## config.mk

```make
export PLATFORM = sky130hd
export DESIGN_NAME = irq_vec_ctrl
export DESIGN_NICKNAME = d
export VERILOG_FILES = /design/src/rtl/irq_vec_pkg.sv /design/src/rtl/irq_vec_sync.sv /design/src/rtl/irq_vec_decode.sv /design/src/rtl/irq_vec_arb.sv /design/src/rtl/irq_vec_ctrl.sv
export SDC_FILE = /design/constraint.sdc
export NUM_CORES = 2
export LEC_CHECK = 0
export BUFFER_PORTS_ARGS = -buffer_cell sky130_fd_sc_hd__clkbuf_2
export CAP_MARGIN = 20
export CELL_PAD_IN_SITES_DETAIL_PLACEMENT = 0
export CELL_PAD_IN_SITES_GLOBAL_PLACEMENT = 1
export CORE_MARGIN = 1
export CORE_UTILIZATION = 42
export DETAILED_ROUTE_END_ITERATION = 16
export GPL_TIMING_DRIVEN = 0
export PLACE_DENSITY_LB_ADDON = 0.1
export REMOVE_ABC_BUFFERS = 1
export SYNTH_ARGS = -nofsm -noshare
export SYNTH_HDL_FRONTEND = slang
export SYNTH_SLANG_ARGS = --single-unit
```

## constraint.sdc

```tcl
create_clock -name clk -period 40 [get_ports clk]
set_input_delay 6 -clock clk [delete_from_list [all_inputs] [get_ports clk]]
set_output_delay 6 -clock clk [all_outputs]
set_load 0.1 [all_outputs]
```

## src/rtl/irq_vec_pkg.sv

```systemverilog
package irq_vec_pkg;

    typedef enum logic [2:0] {
        RK_NONE,
        RK_CTRL,
        RK_DEST,
        RK_ACK,
        RK_EOI,
        RK_SPUR,
        RK_CONF
    } reg_kind_e;

    localparam int unsigned EXT_CTRL_BASE = 32'h0005_0200;
    localparam int unsigned EXT_STEP      = 32'h0000_0020;
    localparam int unsigned INT_CTRL_BASE = 32'h0005_0400;
    localparam int unsigned INT_STEP      = 32'h0000_0020;
    localparam int unsigned TMR_CTRL_BASE = 32'h0004_1120;
    localparam int unsigned TMR_STEP      = 32'h0000_0040;
    localparam int unsigned DEST_OFFSET   = 32'h0000_0010;
    localparam int unsigned ACK_ADDR      = 32'h0006_00A0;
    localparam int unsigned EOI_ADDR      = 32'h0006_00B0;
    localparam int unsigned SPUR_ADDR     = 32'h0004_10E0;
    localparam int unsigned CONF_ADDR     = 32'h0004_1030;

    localparam int MASK_BIT   = 31;
    localparam int ACT_BIT    = 30;
    localparam int PRIO_LSB   = 16;
    localparam int SERIAL_BIT = 27;

    // Control register address of source idx, counting external, internal, then timers
    function automatic int unsigned ctrl_addr(int idx, int n_ext, int n_int);
        if (idx < n_ext)
            return EXT_CTRL_BASE + EXT_STEP * idx;
        else if (idx < n_ext + n_int)
            return INT_CTRL_BASE + INT_STEP * (idx - n_ext);
        else
            return TMR_CTRL_BASE + TMR_STEP * (idx - n_ext - n_int);
    endfunction

endpackage

```

## src/rtl/irq_vec_sync.sv

```systemverilog
module irq_vec_sync #(
    parameter int NSRC   = 24,
    parameter int STAGES = 2
) (
    input  logic            clk,
    input  logic            rst_n,
    input  logic [NSRC-1:0] req_async,
    output logic [NSRC-1:0] req_rise
);
    logic [STAGES-1:0][NSRC-1:0] sync_d, sync_q;
    logic [NSRC-1:0]             prev_d, prev_q;

    always_comb begin
        sync_d[0] = req_async;
        for (int s = 1; s < STAGES; s++) begin
            sync_d[s] = sync_q[s-1];
        end
        prev_d = sync_q[STAGES-1];
    end

    always_ff @(posedge clk) begin
        if (!rst_n) begin
            sync_q <= '0;
            prev_q <= '0;
        end else begin
            sync_q <= sync_d;
            prev_q <= prev_d;
        end
    end

    assign req_rise = sync_q[STAGES-1] & ~prev_q;
endmodule

```

## src/rtl/irq_vec_decode.sv

```systemverilog
module irq_vec_decode
    import irq_vec_pkg::*;
#(
    parameter int NSRC   = 24,
    parameter int N_EXT  = 16,
    parameter int N_INT  = 4,
    parameter int ADDR_W = 20,
    parameter int SRC_W  = 5
) (
    input  logic [ADDR_W-1:0] addr,
    output reg_kind_e         kind,
    output logic [SRC_W-1:0]  src
);
    logic [NSRC-1:0] ctrl_hit;
    logic [NSRC-1:0] dest_hit;

    for (genvar g = 0; g < NSRC; g++) begin : g_src
        localparam int unsigned CA = ctrl_addr(g, N_EXT, N_INT);
        assign ctrl_hit[g] = (addr == ADDR_W'(CA));
        assign dest_hit[g] = (addr == ADDR_W'(CA + DEST_OFFSET));
    end

    always_comb begin
        src = '0;
        for (int i = 0; i < NSRC; i++) begin
            if (ctrl_hit[i] || dest_hit[i]) src = SRC_W'(i);
        end
        if (|ctrl_hit)                       kind = RK_CTRL;
        else if (|dest_hit)                  kind = RK_DEST;
        else if (addr == ADDR_W'(ACK_ADDR))  kind = RK_ACK;
        else if (addr == ADDR_W'(EOI_ADDR))  kind = RK_EOI;
        else if (addr == ADDR_W'(SPUR_ADDR)) kind = RK_SPUR;
        else if (addr == ADDR_W'(CONF_ADDR)) kind = RK_CONF;
        else                                 kind = RK_NONE;
    end
endmodule

```

## src/rtl/irq_vec_arb.sv

```systemverilog
module irq_vec_arb #(
    parameter int NSRC   = 24,
    parameter int PRIO_W = 4,
    parameter int SRC_W  = 5
) (
    input  logic [NSRC-1:0]             cand,
    input  logic [NSRC-1:0][PRIO_W-1:0] prio,
    output logic                        found,
    output logic [SRC_W-1:0]            win
);
    logic [PRIO_W-1:0] best;

    // Ascending scan with strict compare keeps the lowest index on a tie
    always_comb begin
        found = 1'b0;
        win   = '0;
        best  = '0;
        for (int i = 0; i < NSRC; i++) begin
            if (cand[i] && (!found || prio[i] > best)) begin
                found = 1'b1;
                win   = SRC_W'(i);
                best  = prio[i];
            end
        end
    end
endmodule

```

## src/rtl/irq_vec_ctrl.sv

```systemverilog
module irq_vec_ctrl
    import irq_vec_pkg::*;
#(
    parameter int N_EXT       = 16,
    parameter int N_INT       = 4,
    parameter int N_TMR       = 4,
    parameter int PRIO_W      = 4,
    parameter int VEC_W       = 8,
    parameter int ADDR_W      = 20,
    parameter int DATA_W      = 32,
    parameter int SYNC_STAGES = 2
) (
    input  logic                            clk,
    input  logic                            rst_n,
    input  logic [N_EXT+N_INT+N_TMR-1:0]    irq_req,
    input  logic                            bus_wr,
    input  logic                            bus_rd,
    input  logic [ADDR_W-1:0]               bus_addr,
    input  logic [DATA_W-1:0]               bus_wdata,
    output logic [DATA_W-1:0]               bus_rdata,
    output logic                            cpu_irq
);
    localparam int NSRC  = N_EXT + N_INT + N_TMR;
    localparam int SRC_W = $clog2(NSRC);

    typedef struct packed {
        logic [NSRC-1:0]             mask;
        logic [NSRC-1:0][PRIO_W-1:0] prio;
        logic [NSRC-1:0][VEC_W-1:0]  vec;
        logic [NSRC-1:0]             dest;
        logic [NSRC-1:0]             pend;
        logic                        in_svc;
        logic [SRC_W-1:0]            act;
        logic [VEC_W-1:0]            ack_vec;
        logic [VEC_W-1:0]            spur;
        logic [DATA_W-1:0]           conf;
        logic                        irq;
        logic [DATA_W-1:0]           rdata;
    } state_t;

    state_t state_d, state_q;

    logic [NSRC-1:0]  req_rise;
    logic [NSRC-1:0]  req_en;
    logic [NSRC-1:0]  pend_mid;
    logic             arb_found;
    logic [SRC_W-1:0] arb_win;
    reg_kind_e        kind;
    logic [SRC_W-1:0] src;

    // Observation points for the bound checker
    logic             in_svc_q;
    logic [NSRC-1:0]  pend_q;
    logic [DATA_W-1:0] conf_q;

    irq_vec_sync #(.NSRC(NSRC), .STAGES(SYNC_STAGES)) i_sync (
        .clk       (clk),
        .rst_n     (rst_n),
        .req_async (irq_req),
        .req_rise  (req_rise)
    );

    irq_vec_decode #(
        .NSRC(NSRC), .N_EXT(N_EXT), .N_INT(N_INT), .ADDR_W(ADDR_W), .SRC_W(SRC_W)
    ) i_decode (
        .addr (bus_addr),
        .kind (kind),
        .src  (src)
    );

    // Enable and newly latched pending set, ahead of arbitration
    always_comb begin
        for (int i = 0; i < NSRC; i++) begin
            req_en[i] = !state_q.mask[i] && (state_q.prio[i] != '0);
        end
        pend_mid = state_q.pend | (req_rise & req_en);
    end

    irq_vec_arb #(.NSRC(NSRC), .PRIO_W(PRIO_W), .SRC_W(SRC_W)) i_arb (
        .cand  (pend_mid),
        .prio  (state_q.prio),
        .found (arb_found),
        .win   (arb_win)
    );

    logic              eoi_go;
    logic              ack_go;
    logic              eval;
    logic [DATA_W-1:0] rd_val;

    always_comb begin
        state_d = state_q;
        state_d.pend = pend_mid;

        eoi_go = bus_wr && (kind == RK_EOI) && state_q.in_svc;
        ack_go = bus_rd && (kind == RK_ACK);
        eval   = eoi_go || ack_go || (|(req_rise & req_en));

        if (eoi_go) state_d.in_svc = 1'b0;

        if (bus_wr) begin
            unique case (kind)
                RK_CTRL: begin
                    state_d.mask[src] = bus_wdata[MASK_BIT];
                    state_d.prio[src] = bus_wdata[PRIO_LSB +: PRIO_W];
                    state_d.vec[src]  = bus_wdata[VEC_W-1:0];
                end
                RK_DEST: state_d.dest[src] = bus_wdata[0];
                RK_SPUR: state_d.spur = bus_wdata[VEC_W-1:0];
                RK_CONF: if (!bus_wdata[SERIAL_BIT]) state_d.conf = bus_wdata;
                default: ;
            endcase
        end

        if (eval) begin
            if (arb_found && !state_d.in_svc) begin
                state_d.pend[arb_win] = 1'b0;
                state_d.in_svc        = 1'b1;
                state_d.act           = arb_win;
                state_d.ack_vec       = state_q.vec[arb_win];
                state_d.irq           = 1'b1;
            end else begin
                state_d.irq = 1'b0;
            end
        end

        rd_val = '0;
        unique case (kind)
            RK_CTRL: begin
                rd_val[MASK_BIT]             = state_q.mask[src];
                rd_val[ACT_BIT]              = state_q.in_svc && (state_q.act == src);
                rd_val[PRIO_LSB +: PRIO_W]   = state_q.prio[src];
                rd_val[VEC_W-1:0]            = state_q.vec[src];
            end
            RK_DEST: rd_val[0]         = state_q.dest[src];
            RK_SPUR: rd_val[VEC_W-1:0] = state_q.spur;
            RK_CONF: rd_val            = state_q.conf;
            RK_ACK:  rd_val[VEC_W-1:0] = state_d.in_svc ? state_d.ack_vec : state_q.spur;
            default: rd_val            = '0;
        endcase
        if (bus_rd) state_d.rdata = rd_val;
    end

    always_ff @(posedge clk) begin
        if (!rst_n) begin
            state_q      <= '0;
            state_q.mask <= '1;
        end else begin
            state_q <= state_d;
        end
    end

    assign bus_rdata = state_q.rdata;
    assign cpu_irq   = state_q.irq;
    assign in_svc_q  = state_q.in_svc;
    assign pend_q    = state_q.pend;
    assign conf_q    = state_q.conf;
endmodule

```

## Yosys cells after proc, flatten, opt, wreduce, memory -nomap -nowiden

Cells that the tools add are included.

| cells by class | value |
|---|---|
| add/subtract/negate cells | 0 |
| multiply operators | 0 |
| divide/modulo/power cells | 0 |
| magnitude comparators | 27 |
| equality and inequality tests | 59 |
| shifts and indexed selects | 0 |
| muxes and demuxes | 132 |
| bitwise operators | 7 |
| reduce and logical (&&, ||, !) cells | 182 |

Operators by type and width:

| kind | number |
|---|---|
| == test 20 x 19 -> 1 bit (second input constant) | 52 |
| bitwise mux 192 bit | 1 |
| two-way mux 4 bit | 41 |
| bitwise mux 96 bit | 1 |
| nonzero test 4 bit | 24 |
| greater-than comparator 4 bit | 23 |
| binary-select mux 8 bit (select 5 bit) | 2 |
| two-way mux 5 bit | 16 |
| two-way mux 38 bit | 2 |
| AND 24 bit | 3 |
| OR reduction 24 bit | 3 |
| logical AND 1 bit | 54 |
| bitwise mux 24 bit | 2 |
| zero test 1 bit | 48 |
| logical OR 1 bit | 48 |
| NOT 24 bit | 2 |
| two-way mux 3 bit | 14 |
| demux 8 bit (select 5 bit) | 1 |
| two-way mux 8 bit | 5 |
| two-way mux 1 bit | 32 |
| one-hot mux 7 bit (4 select lines) | 1 |
| bitwise OR 24 bit | 1 |
| binary-select mux 4 bit (select 5 bit) | 1 |
| demux 4 bit (select 5 bit) | 1 |
| 16 further kinds | 29 |

| storage, ports and cells | value |
|---|---|
| flip-flop bits (word level) | 518 |
| latch bits | 0 |
| memory bits (writable) | 0 |
| bits in read-only memories | 0 |
| bits of input ports | 80 |
| output and inout port bits | 33 |
| memories kept | 0 |

## Depth between registers and ports, before layout

| depth | value |
|---|---|
| depth in word-level cells | 107 |
| mapped depth | 223 |
| mapped depth without buffers | 215 |

## Cells and area by module

From an unflattened synthesis, not the netlist that was laid out.

| unflattened totals | value |
|---|---|
| cells, all modules | 3525 |
| area, all modules | 29248.1 um^2 |

Modules (own cells, without submodules):

| module | times used | cells an instance | area each (um^2) | seq. area each (um^2) |
|---|---|---|---|---|
| irq_vec_ctrl | 1 | 2522 | 21471.8 | 8908.5 |
| irq_vec_arb | 1 | 774 | 5320.1 | 0.0 |
| irq_vec_sync | 1 | 175 | 2104.5 | 1441.4 |
| irq_vec_decode | 1 | 54 | 351.6 | 0.0 |

## Least setup slack after synthesis

No wires, ideal clock.

| timing | value |
|---|---|
| path kind | register to register |
| from | register state_q[327] (netlist name) |
| to | register state_q, in the netlist bus_rdata[0] |
| setup time | 87 ps |
| arrival time | 38206 ps |
| data required time | 39913 ps |
| setup slack | 1707 ps |
| stages on the path, launching flop included | 205 |
| buffers on the path | 10 |
| clock period less this slack | 38293 ps |
| path through | dfxtp_1 -> or4_4 -> a21o_1 -> and2_1 -> ha_1 -> nor2b_1 -> o211ai_1 -> a211oi_1 -> nor3b_1 -> or2_2 -> ha_1 -> nand4_1 -> o31ai_1 -> o31ai_1 -> and2_0 -> clkbuf_1 -> o21ai_0 -> ha_1 -> [... 169 more ...] -> clkbuf_1 -> mux2_2 -> ha_1 -> nor2b_1 -> o21ai_0 -> nand2b_1 -> a21oi_1 -> a41o_1 -> a21o_1 -> nand2_1 -> or4_1 -> buf_4 -> or2_0 -> buf_2 -> a21oi_2 -> o211ai_1 -> o2111a_1 -> o31ai_1 |

| on the way | value |
|---|---|
| longest elaborated chain between the ends | 103 |
| elaborated cells on any way between the ends | 175 |
| those cells by class | order compare (23); mux (76); bitwise (2); reduce/logical (74) |

RTL lines:

| what | RTL line | text |
|---|---|---|
| start, declared | irq_vec_ctrl.sv:41 | `state_t state_d, state_q;` |
| start signal, assigned | irq_vec_ctrl.sv:149 | `state_q <= state_d;` |
| nonzero test 4 bit | irq_vec_ctrl.sv:74 | `req_en[i] = !state_q.mask[i] && (state_q.prio[i] != '0);` |
| logical AND 1 bit | irq_vec_ctrl.sv:74 |  |
| AND 24 bit | irq_vec_ctrl.sv:76, irq_vec_ctrl.sv:97 |  |
| bitwise OR 24 bit | irq_vec_ctrl.sv:76 | `pend_mid = state_q.pend \| (req_rise & req_en);` |
| two-way mux 4 bit / two-way mux 1 bit (equally long branches) | irq_vec_arb.sv:19 | `if (cand[i] && (!found \|\| prio[i] > best)) begin` |
| greater-than comparator 4 bit / zero test 1 bit (equally long branches) | irq_vec_arb.sv:19 |  |
| logical OR 1 bit | irq_vec_arb.sv:19 |  |
| logical AND 1 bit | irq_vec_arb.sv:19 |  |
| [... 87 more ...] | - |  |
| logical AND 1 bit | irq_vec_arb.sv:19 |  |
| two-way mux 5 bit | irq_vec_arb.sv:19 |  |
| binary-select mux 8 bit (select 5 bit) | irq_vec_ctrl.sv:120 | `state_d.ack_vec = state_q.vec[arb_win];` |
| two-way mux 8 bit (not written as such) | irq_vec_ctrl.sv:120 |  |
| two-way mux 38 bit | irq_vec_ctrl.sv:116 | `if (arb_found && !state_d.in_svc) begin` |
| two-way mux 38 bit * | irq_vec_ctrl.sv:115 | `if (eval) begin` |
| two-way mux 8 bit * | irq_vec_ctrl.sv:138 | `RK_ACK: rd_val[VEC_W-1:0] = state_d.in_svc ? state_d.ack_vec : state_q.spur;` |
| one-hot mux 1 bit (5 select lines) * | irq_vec_ctrl.sv:128 | `unique case (kind)` |

Every way passes the cells marked *; elsewhere a longest branch is shown, timed or not. The select of a mux whose other input is x is not followed.
A chain may end at the register's enable or synchronous reset.

## Worst setup path after layout

| timing | value |
|---|---|
| from | register state_q[327] (netlist name) |
| to | register state_q, in the netlist bus_rdata[5] |

| on the way | value |
|---|---|
| longest elaborated chain between the ends | 103 |
| elaborated cells on any way between the ends | 175 |
| those cells by class | order compare (23); mux (76); bitwise (2); reduce/logical (74) |

RTL lines:

| what | RTL line |
|---|---|
| nonzero test 4 bit | irq_vec_ctrl.sv:74 |
| logical AND 1 bit | irq_vec_ctrl.sv:74 |
| AND 24 bit | irq_vec_ctrl.sv:76, irq_vec_ctrl.sv:97 |
| bitwise OR 24 bit | irq_vec_ctrl.sv:76 |
| two-way mux 4 bit / two-way mux 1 bit (equally long branches) | irq_vec_arb.sv:19 |
| greater-than comparator 4 bit / zero test 1 bit (equally long branches) | irq_vec_arb.sv:19 |
| logical OR 1 bit | irq_vec_arb.sv:19 |
| logical AND 1 bit | irq_vec_arb.sv:19 |
| [... 87 more ...] | - |
| logical AND 1 bit | irq_vec_arb.sv:19 |
| two-way mux 5 bit | irq_vec_arb.sv:19 |
| binary-select mux 8 bit (select 5 bit) | irq_vec_ctrl.sv:120 |
| two-way mux 8 bit (not written as such) | irq_vec_ctrl.sv:120 |
| two-way mux 38 bit | irq_vec_ctrl.sv:116 |
| two-way mux 38 bit * | irq_vec_ctrl.sv:115 |
| two-way mux 8 bit * | irq_vec_ctrl.sv:138 |
| one-hot mux 7 bit (4 select lines) * | irq_vec_ctrl.sv:128 |

Marked as above.

==> results.yml <==
floorplanning:
  die_h_um: 266.1
  pin_count: 113
  start_util_pct: 42.57
  core_mm2: 0.06883
  chipWidth_um: 266.1
  rows: 96
  die_area_mm2: 0.07082
clocking:
  cts_max_level: 2
  cts-hold-fix-buffers: 0
  clk_pin_slew_ps: 60
  cts_buffer_depth: 3
  cts_made_buffers: 60
  cts_root_buf: "clkbuf_16"
  cts_tree: "built"
  clk_latency_ps: 650
  cts_sinks: 517
synth:
  yosysWarnings: 0
  synth_top_area_share_pct: 35.32
  async_reset_ff_share_pct: 0
  syn_area_mm2: 0.02930
  avgSynthCellArea_um2: 7.146
  netlist_instances: 4100
  synth_area_leader_cell: "dfxtp_1"
  ys_ff_latch: 517
  synth_cell_types: 99
  synth.top_cells.by_area: "dfxtp_1 35%, nand2_1 15%, a21oi_1 8.6%, clkbuf_1 3.3%, ha_1 3.2%"
  synth-edff-count: 0
  synth_seq_area_share_pct: 35.32
  synth_top_flop_cell: "dfxtp_1"
hold_path:
  min_from: "i_sync.sync_d[25]$_SDFF_PN0_"
  min_to: "i_sync.prev_d[1]$_SDFF_PN0_"
  hold_depth: 1
  hold_class: "register to register"
timing:
  fin_crit_sh_pct: 94.80
  hold_viol_final: 0
  relSlewSlack_pct: 22.75
  whs_ps: 425.7
  setup_viol: 0
  final-max-slew-violation-count: 0
  worst_pin_slew_ps: 1148
  fin_crit_ps: 37920
  fin_skew_ps: 29.98
  setup_tns_ps: 0
  fmax_ghz: 0.02637
grt:
  grt_pass1_vias: 27490
  grt-ovfl-total: 0
  grt_start_max_net_pins: 123
  grt_use_total_pct: 31.74
  antenna_found_initial: 1
  grt_pass1_wl_um: 173100
critical_path:
  crit_slowest_cell: "or4_4"
  cp-start-kind: "register"
  crit_fanout: 33
  required_ps: 40540
  timing.rr.end: "bus_rdata[5]$_SDFFE_PN0P_"
  critPathKind: "register to register"
  arrival_ps: 38470
  critical-path-max-stage-delay_ps: 570
  end_kind: "register"
  reg2reg_from: "state_q[327]$_SDFFE_PN0P_"
  reg2reg_depth: 200
  rrSetupSlack_ps: 2080
final_layout:
  post_route_cells_drive_above_1_share_pct: 13.20
  layout.nets: 4230
  antenna_cells: 0
  area_growth_pct: 15.60
placement:
  port_buffers: 111
  hpwl_um: 78600
  routabilityCongestion: 0.9275
power:
  powerDensity_mw_per_mm2: 32.21
  power.leakage_nw: 12.17
  irDropWorstVdd_mv: 0.02844
drt:
  first_pass_iters: 6
  wl_um: 116400
  drc: 0
  postRouteAntennaNets: 0
  wire_per_inst_um: 23.04
  via_count: 30150
  drt_iter0_drc: 2990
  routed_via_density: 5.967
run:
  maxCapViolCount: 0
run_status:
  status: "finished clean"
Yosys cell counts (all sizes together) (17+ instances only):
master	n
and3	50
o211ai	31
nand3	188
nor2	173
a31oi	57
and2	89
inv	105
o22ai	49
a22oi	17
or3	18
dfxtp	517
a21oi	507
mux2i	35
mux2	27
a311oi	36
nand2	1136
o21ai	113
nor2b	20
clkbuf	256
nor4	39
a21o	31
nor3	61
o221ai	21
ha	76
nand4	29
or4	18
buf	71
a211oi	61
nand2b	40
where the power goes:
| group | internal [mW] | switching, mW |
|---|---|---|
| Sequential | 0.518 | 0.00110 |
| Clock | 0.303 | 0.235 |
| Combinational | 0.00768 | 0.0259 |
| Total | 0.829 | 0.262 |
logic make-up (layout without fill, tap and decap cells):
group,Yosys count,after routing,synth area share (%)
other,1,1,0.01280
adder cells (fa/ha/maj),78,78,3.314
XOR/XNOR,5,5,0.1495
flip-flops,517,517,35.32
multiplexers,65,65,2.464
AND/OR/NAND/NOR,1926,1928,29.59
AO/OA/AOI/OAI,1075,1075,22.98
buffers and inverters,433,453,6.162
cell type report:
class	count	area, um2
Fill cell	6975	34960
Multi-Input combinational cell	3152	18000
Sequential cell	517	10350
Timing Repair Buffer	237	2044
Clock buffer	89	1710
Tap cell	931	1165
Inverter	106	402.9
Clock inverter	21	192.7
stage by stage:
step / power, mW / area, um2 / setup WS, ps / std cells / utilization [%]
after floorplan: 0.5419 / 27890 / 1324 / 3773 / -
after global placement: 0.5626 / 29610 / -6567 / 4815 / 43.02
after detailed placement: 0.5638 / 30750 / -4623 / 4876 / 44.68
after CTS: 1.099 / 32980 / 63.07 / 5006 / 47.92
after global routing: 1.123 / 33870 / -172.9 / 5053 / 49.21
final: 1.091 / 33870 / 2078 / 5053 / 49.21
placed cells by master (no fill, tap or decap), drive strengths merged, types with 10 or more instances in the layout:
cell type,instances
a211o,15
a211oi,61
a21o,31
a21oi,507
a22oi,17
a311oi,36
a31o,10
a31oi,57
and2,89
and3,50
buf,124
clkbuf,202
clkinv,16
dfxtp,517
ha,76
inv,107
mux2,27
mux2i,35
nand2,1136
nand2b,40
nand3,188
nand4,29
nor2,173
nor2b,20
nor3,61
nor3b,14
nor4,39
o211ai,31
o21a,16
o21ai,113
o221ai,21
o22ai,49
o31ai,10
or2,15
or3,18
or4,19
critical path, delay by kind of cell (launching register included):
family                   cells  cell delay, ps
multiplexers                11            3460
buffers and inverters       17            1900
adder cells (fa/ha/maj)     25            7160
AND/OR/NAND/NOR             51            7770
flip-flops                   1             350
AO/OA/AOI/OAI               96           17050
sequential cells by signal, summed over array words and instances (netlist names):
| register | flops |
|---|---|
| in_svc_q | 1 |
| cpu_irq | 1 |
| i_sync.sync_d | 24 |
| pend_q | 24 |
| i_sync.prev_q | 24 |
| conf_q | 31 |
| bus_rdata | 31 |
| state_q | 357 |
| i_sync.prev_d | 24 |
how the worst max path moves through the flow:
stage | startpoint | to | slack, ps | depth (start not counted)
global placement | state_q[423]$_SDFFE_PN1P_ | state_q[80]$_SDFF_PN0_ | -6570 | 196
floorplan | state_q[327]$_SDFFE_PN0P_ | state_q[74]$_SDFF_PN0_ | 1320 | 192
CTS | state_q[327]$_SDFFE_PN0P_ | bus_rdata[1]$_SDFFE_PN0P_ | 60 | 202
detailed placement | state_q[423]$_SDFFE_PN1P_ | bus_rdata[5]$_SDFFE_PN0P_ | -4620 | 197
global route | state_q[327]$_SDFFE_PN0P_ | bus_rdata[5]$_SDFFE_PN0P_ | -170 | 204
finish | state_q[327]$_SDFFE_PN0P_ | bus_rdata[5]$_SDFFE_PN0P_ | 2080 | 200
layer usage:
metal  vias up  routed length (um)  track usage (%)
met3       212                8625            4.686
met5         -                  13                0
met1     14470               52220            44.26
met2      1150               51290            49.32
li1      14320                   -                -
met4         2                4294            11.77
what timing repair did:
item                       4_1_cts  5_1_grt
pin swaps                       15       55
buffers inserted                20       41
setup endpoints to repair       45       45
resized for setup               42      125
gates cloned                     0        2
Power figures use the tool's default switching activity.
